===== config.mk =====
export PLATFORM = sky130hd
export DESIGN_NAME = lane_buffer
export DESIGN_NICKNAME = d
export VERILOG_FILES = /design/src/rtl/lanebuf_pkg.sv /design/src/rtl/lane_detect.sv /design/src/rtl/lane_bank.sv /design/src/rtl/lane_buffer.sv
export SDC_FILE = /design/constraint.sdc
export NUM_CORES = 1
export LEC_CHECK = 0
export BUFFER_PORTS_ARGS = -buffer_cell sky130_fd_sc_hd__clkbuf_2
export CORE_MARGIN = 5
export CORE_UTILIZATION = 41
export DETAILED_ROUTE_END_ITERATION = 8
export PLACE_DENSITY_LB_ADDON = 0.1
export SLEW_MARGIN = 20
export SYNTH_ARGS = -nofsm -noshare
export SYNTH_HDL_FRONTEND = slang
export SYNTH_SLANG_ARGS = --single-unit

===== constraint.sdc =====
create_clock -name clk -period 28.5 [get_ports clk]
set_input_delay 2.85 -clock clk [delete_from_list [all_inputs] [get_ports clk]]
set_output_delay 2.85 -clock clk [all_outputs]
set_load 0.01 [all_outputs]

===== src/rtl/lanebuf_pkg.sv =====
package lanebuf_pkg;
    localparam int FLIT_W = 128;
    localparam int N_LANE = 4;
    localparam int DEPTH  = 8;

    typedef enum logic [1:0] {
        FILL_FULL = 2'd0,
        FILL_ZERO = 2'd1,
        FILL_ONES = 2'd2
    } fill_e;

    function automatic fill_e pick_fill(input logic upper_zero, input logic upper_ones);
        if (upper_zero)      return FILL_ZERO;
        else if (upper_ones) return FILL_ONES;
        else                 return FILL_FULL;
    endfunction
endpackage


===== src/rtl/lane_detect.sv =====
module lane_detect
    import lanebuf_pkg::*;
#(
    parameter int LANE_W = 32,
    parameter int NL     = 4
) (
    input  logic [NL*LANE_W-1:0] flit,
    output fill_e                fill
);
    logic [NL-1:1] is_zero;
    logic [NL-1:1] is_ones;

    // One zero detector and one ones detector for each upper lane.
    for (genvar g = 1; g < NL; g++) begin : g_det
        assign is_zero[g] = ~|flit[g*LANE_W +: LANE_W];
        assign is_ones[g] = &flit[g*LANE_W +: LANE_W];
    end

    assign fill = pick_fill(&is_zero, &is_ones);
endmodule


===== src/rtl/lane_bank.sv =====
module lane_bank #(
    parameter int LANE_W = 32,
    parameter int DEPTH  = 8,
    localparam int AW    = $clog2(DEPTH)
) (
    input  logic              clk,
    input  logic              we,
    input  logic [AW-1:0]     waddr,
    input  logic [LANE_W-1:0] wdata,
    input  logic              re,
    input  logic [AW-1:0]     raddr,
    output logic [LANE_W-1:0] rdata
);
    logic [LANE_W-1:0] cells [DEPTH];

    always_ff @(posedge clk) begin
        if (we) cells[waddr] <= wdata;
    end

    // The read port is quiet (all zero) when this lane is gated off.
    assign rdata = re ? cells[raddr] : '0;
endmodule


===== src/rtl/lane_buffer.sv =====
module lane_buffer
    import lanebuf_pkg::*;
#(
    parameter int FW  = FLIT_W,
    parameter int NL  = N_LANE,
    parameter int DEP = DEPTH,
    localparam int LW = FW / NL,
    localparam int AW = $clog2(DEP),
    localparam int CW = $clog2(DEP + 1)
) (
    input  logic          clk,
    input  logic          rst,
    input  logic          wr_valid,
    output logic          wr_ready,
    input  logic [FW-1:0] wr_data,
    output logic          rd_valid,
    input  logic          rd_ready,
    output logic [FW-1:0] rd_data,
    output logic [NL-1:0] wr_lane_en,
    output logic [NL-1:0] rd_lane_en
);
    localparam logic [NL-1:0] MASK_SHORT = NL'(1);
    localparam logic [NL-1:0] MASK_FULL  = '1;

    logic [AW-1:0] wptr, rptr;
    logic [CW-1:0] occ;
    fill_e         tag_mem [DEP];
    fill_e         in_fill, head_fill;
    logic          wr_fire, load;
    logic [FW-1:0] bank_q, rebuilt;
    logic [FW-1:0] out_data;
    logic          out_valid;

    lane_detect #(.LANE_W(LW), .NL(NL)) u_detect (
        .flit (wr_data),
        .fill (in_fill)
    );

    assign wr_ready  = (occ != CW'(DEP));
    assign wr_fire   = wr_valid && wr_ready;
    assign load      = (occ != '0) && (!out_valid || rd_ready);
    assign head_fill = tag_mem[rptr];

    assign wr_lane_en = !wr_fire ? '0 : (in_fill == FILL_FULL ? MASK_FULL : MASK_SHORT);
    assign rd_lane_en = !load    ? '0 : (head_fill == FILL_FULL ? MASK_FULL : MASK_SHORT);

    // One storage bank per lane. All banks share the entry index.
    for (genvar g = 0; g < NL; g++) begin : g_lane
        lane_bank #(.LANE_W(LW), .DEPTH(DEP)) u_bank (
            .clk   (clk),
            .we    (wr_lane_en[g]),
            .waddr (wptr),
            .wdata (wr_data[g*LW +: LW]),
            .re    (rd_lane_en[g]),
            .raddr (rptr),
            .rdata (bank_q[g*LW +: LW])
        );
        // Lanes that were gated off are rebuilt from the stored fill tag.
        if (g == 0) begin : g_low
            assign rebuilt[LW-1:0] = bank_q[LW-1:0];
        end else begin : g_up
            assign rebuilt[g*LW +: LW] =
                (head_fill == FILL_FULL) ? bank_q[g*LW +: LW] :
                (head_fill == FILL_ONES) ? {LW{1'b1}} : {LW{1'b0}};
        end
    end

    function automatic logic [AW-1:0] bump(input logic [AW-1:0] p);
        return (p == AW'(DEP - 1)) ? '0 : p + AW'(1);
    endfunction

    always_ff @(posedge clk) begin
        if (wr_fire) tag_mem[wptr] <= in_fill;
    end

    always_ff @(posedge clk) begin
        if (rst) begin
            wptr      <= '0;
            rptr      <= '0;
            occ       <= '0;
            out_valid <= 1'b0;
            out_data  <= '0;
        end else begin
            if (wr_fire) wptr <= bump(wptr);
            if (load)    rptr <= bump(rptr);
            occ <= occ + CW'(wr_fire) - CW'(load);
            if (load) begin
                out_valid <= 1'b1;
                out_data  <= rebuilt;
            end else if (rd_ready) begin
                out_valid <= 1'b0;
            end
        end
    end

    assign rd_valid = out_valid;
    assign rd_data  = out_data;


    occ_bound_chk: assert property (@(posedge clk) disable iff (rst)
        occ <= CW'(DEP));


    occ_step_chk: assert property (@(posedge clk) disable iff (rst)
        (occ == $past(occ)) || (occ == $past(occ) + CW'(1)) || (occ + CW'(1) == $past(occ)));


    out_hold_chk: assert property (@(posedge clk) disable iff (rst)
        rd_valid && !rd_ready |=> rd_valid && $stable(rd_data));


    out_rise_chk: assert property (@(posedge clk) disable iff (rst)
        $rose(rd_valid) |-> $past(occ) != '0);


    short_tag_chk: assert property (@(posedge clk) disable iff (rst)
        wr_fire && in_fill != FILL_FULL |=> tag_mem[$past(wptr)] != FILL_FULL);
endmodule


==> metrics.csv <==
metric;value;unit
Vias/cell;5.56;
Critical Path RT;25.65;ns
post-synth net total;2234;
met3 routed WL;6600;um
slowest CP cell;nor3_4;
clk sinks;1182;
Synth Flop Type;edfxtp_1;
Leak Pwr;16.8;nW
worst reg-to-reg setup slack;23.87;ns
buffers plus inverters on the worst setup path;2;
total gr overflow;0;
Post-Synthesis Cell Area;44300;sq um
Internal;3.62;mW
die area;115000;sq um
First-pass DRT Iterations;5;
initial DRC count;1512;
wirelength, routed;110000;um
Reg area;34100;sq um
max layer used;met5;
final hold violations;0;
CTS max path bufs;3;
setup tns final;0;ns
largest cells by area after synthesis;edfxtp_1 (70%), mux4_2 (13%), dfxtp_1 (6.4%), mux2i_1 (3.0%), a22o_1 (1.9%);
WHS Path Cells;1;
Tightest Pin Transition;1.08;ns
Total Routing Usage GR;19.1;%
sequential share of the synthesized area;76.9;%
cts hold-fix bufs;0;
# port buffers;269;
number of distinct library cells after synthesis;34;
crit path kind;primary input to primary output;
Async SR Flop Fraction;0;%
max frequency;0.114;GHz
vias in the first global route;23400;
relative slew slack;27.9;%
average routed wire per standard cell;27.8;um
final slew viol count;0;
synthesized flop and latch total;1182;
Critical Path Start Type;primary input;
global-route wire length before repair;161000;um
antenna violations before repair;17;
Routed met1 length;45600;um
Yosys warning total;0;
crit path max fanout;17;
Synth top area share;70.5;%
routability cong.;0.698;
Starting Density;41.3;%
CTS tree;built;
Root Driver;clkbuf_16;
clk slew on worst S/H paths;0.06;ns
Critical path destination;wr_lane_en[3];
Crit path arrival time;5.93;ns
crit path launch;wr_data[92];
core region area;107000;sq um
NetSw;1.46;mW
Die X;339;um
Skew-Pair Late Insertion Delay;0.72;ns
Tmin final;8.78;ns
Hold Slack;0.475;ns
nets;2562;
clock share of power;33.0;%
area of the multi-input gates;9720;sq um
Placed Area;47300;sq um
pwr dens;98.4;nW/um^2
CTS H-Tree Depth;4;
row count;120;
routed wl met2;55300;um
largest net degree at the start of global routing;69;
Post-CTS Resized;0;
CP top delay family;simple AND/OR/NAND/NOR gates;
Logic pwr share;23.9;%
Post-DP HPWL;59000;um
critical path depth;7;
Worst Skew;0.0270;ns
unrepaired setup endpoints after global routing;no;
endpoint class of the critical path;primary output;
Slowest Stage Delay on Critical Path;0.75;ns
VDD IR max;0.0556;mV
Setup Buffers After CTS;0;
Max Cap Viol;0;
period utilization;30.8;%
critical-path cell list;clkbuf_2 > nor4_1 > nand4_1 > or4_1 > nor3_4 > nor3_1 > clkbuf_2;
share of cells above drive strength 1;31.6;%
status;finished, final reports clean;
Layout area overhead;16.7;%
Switching Fraction;28.8;%
total number of vias;21900;
Final Cell Area;51700;sq um
post-synthesis instance total;2091;
Final WS setup;19.72;ns
Ports;270;
Worst Reg-to-Reg Cells;8;
cell mode on critical path;clkbuf_2;
Setup Slack @ Placement;19.63;ns
hold crit path type;flop to flop;
most frequent cells after synthesis;edfxtp_1 (1040), mux4_2 (260), dfxtp_1 (142);
total CTS buffers;132;
Reg power frac;43.1;%
number of flops mapped to enable cells by yosys;1040;
number of routed nets with antenna violations;0;
Setup-failing EPs final;0;
area leader, netlist;edfxtp_1;
fill cell total of the finished layout;8907;
top-count cell post-synth;edfxtp_1;
DR DRC count;0;
Avg Inst Size Synth;21.2;sq um
Die Span Y;339;um
r2r endpoint;rd_data[54]$_SDFFE_PP0N_;
-- cells by family (layout without fill, tap and decap cells) --
family	count (synthesis)	in the layout	synth area share, %
buffers and inverters	131	569	1.40
XOR/XNOR	2	2	0.0395
flip-flops	1182	1182	76.9
other	0	10	0
AO/OA/AOI/OAI	135	135	2.53
AND/OR/NAND/NOR	237	237	2.53
multiplexers	393	393	16.3
adder cells (fa/ha/maj)	11	11	0.328
-- metal layers --
metal,vias up,GRT usage [%]
met1,11800,25.1
li1,9404,-
met3,140,4.39
met2,566,32.2
met4,16,5.42
met5,-,0
-- placed cells by master (no fill, tap or decap), drive strengths merged --
master and n:
xnor2 1, xor2 1, nand4 31, mux4 260, mux2i 133, a22o 96, edfxtp 1040, a31oi 1
a21boi 1, dfxtp 142, nor2 48, nand2b 3, and3 1, clkinv 38, clkinvlp 3, ha 10
clkbuf 455, nor3b 6, nand2 103, nor2b 2, diode 10, a21oi 4, buf 49, a211oi 32
bufinv 9, nor4 34, or4 1, or3b 1, inv 15, fa 1, a21o 1, nor3 7
-- through the flow --
stage          cells  util, %  total power, mW
6_report        3942     48.2             5.09
5_1_grt         3934     48.2             5.34
4_1_cts         3931     48.2             5.17
3_5_place_dp    3687     44.1             3.48
3_3_place_gp    3687     44.1             3.46
2_1_floorplan   2091        -             3.04
-- power groups by stage --
stage	Clock, mW	Combinational (mW)	Sequential, mW
floorplan	0	0.822	2.22
global placement	0	1.24	2.23
detailed placement	0	1.24	2.23
CTS	1.73	1.25	2.20
global route	1.80	1.33	2.22
finish	1.68	1.21	2.19
-- worst min path at each step --
stage | start | to | slack, ns
after floorplan | wptr[2]$_SDFFE_PP0P_ | wptr[2]$_SDFFE_PP0P_ | 0.50
after global placement | rd_data[83]$_SDFFE_PP0N_ | rd_data[83]$_SDFFE_PP0N_ | 0.46
after detailed placement | rd_data[41]$_SDFFE_PP0N_ | rd_data[41]$_SDFFE_PP0N_ | 0.47
after CTS | rd_data[81]$_SDFFE_PP0N_ | rd_data[81]$_SDFFE_PP0N_ | 0.48
after global routing | rd_data[81]$_SDFFE_PP0N_ | rd_data[81]$_SDFFE_PP0N_ | 0.49
final | rd_data[96]$_SDFFE_PP0N_ | rd_data[96]$_SDFFE_PP0N_ | 0.47
-- worst register-to-register path: cells and delay by family (launching register included) --
kind            cells  cell delay (ns)
buf+inv             4             2.51
mux                 2             0.80
flops               1             0.91
compound gates      1             0.21
simple gates        1             0.10
-- layout make-up --
type	instances	area share (%)
sequential	1182	65.9
multi-input combinational	778	18.8
antenna	10	0.0484
tap	1403	3.40
timing repair buffer	318	3.35
clock inverter	58	1.10
clock buffer	186	7.32
inverter	7	0.0508
-- sequential cells by signal, summed over array words and instances (netlist names), named ones only --
signal,flops
g_lane.u_bank.cells,1024
rd_data,128
tag_mem,16
occ,4
rptr,3
wptr,3
rd_valid,1
No activity file was read; power rests on OpenSTA's default activity.
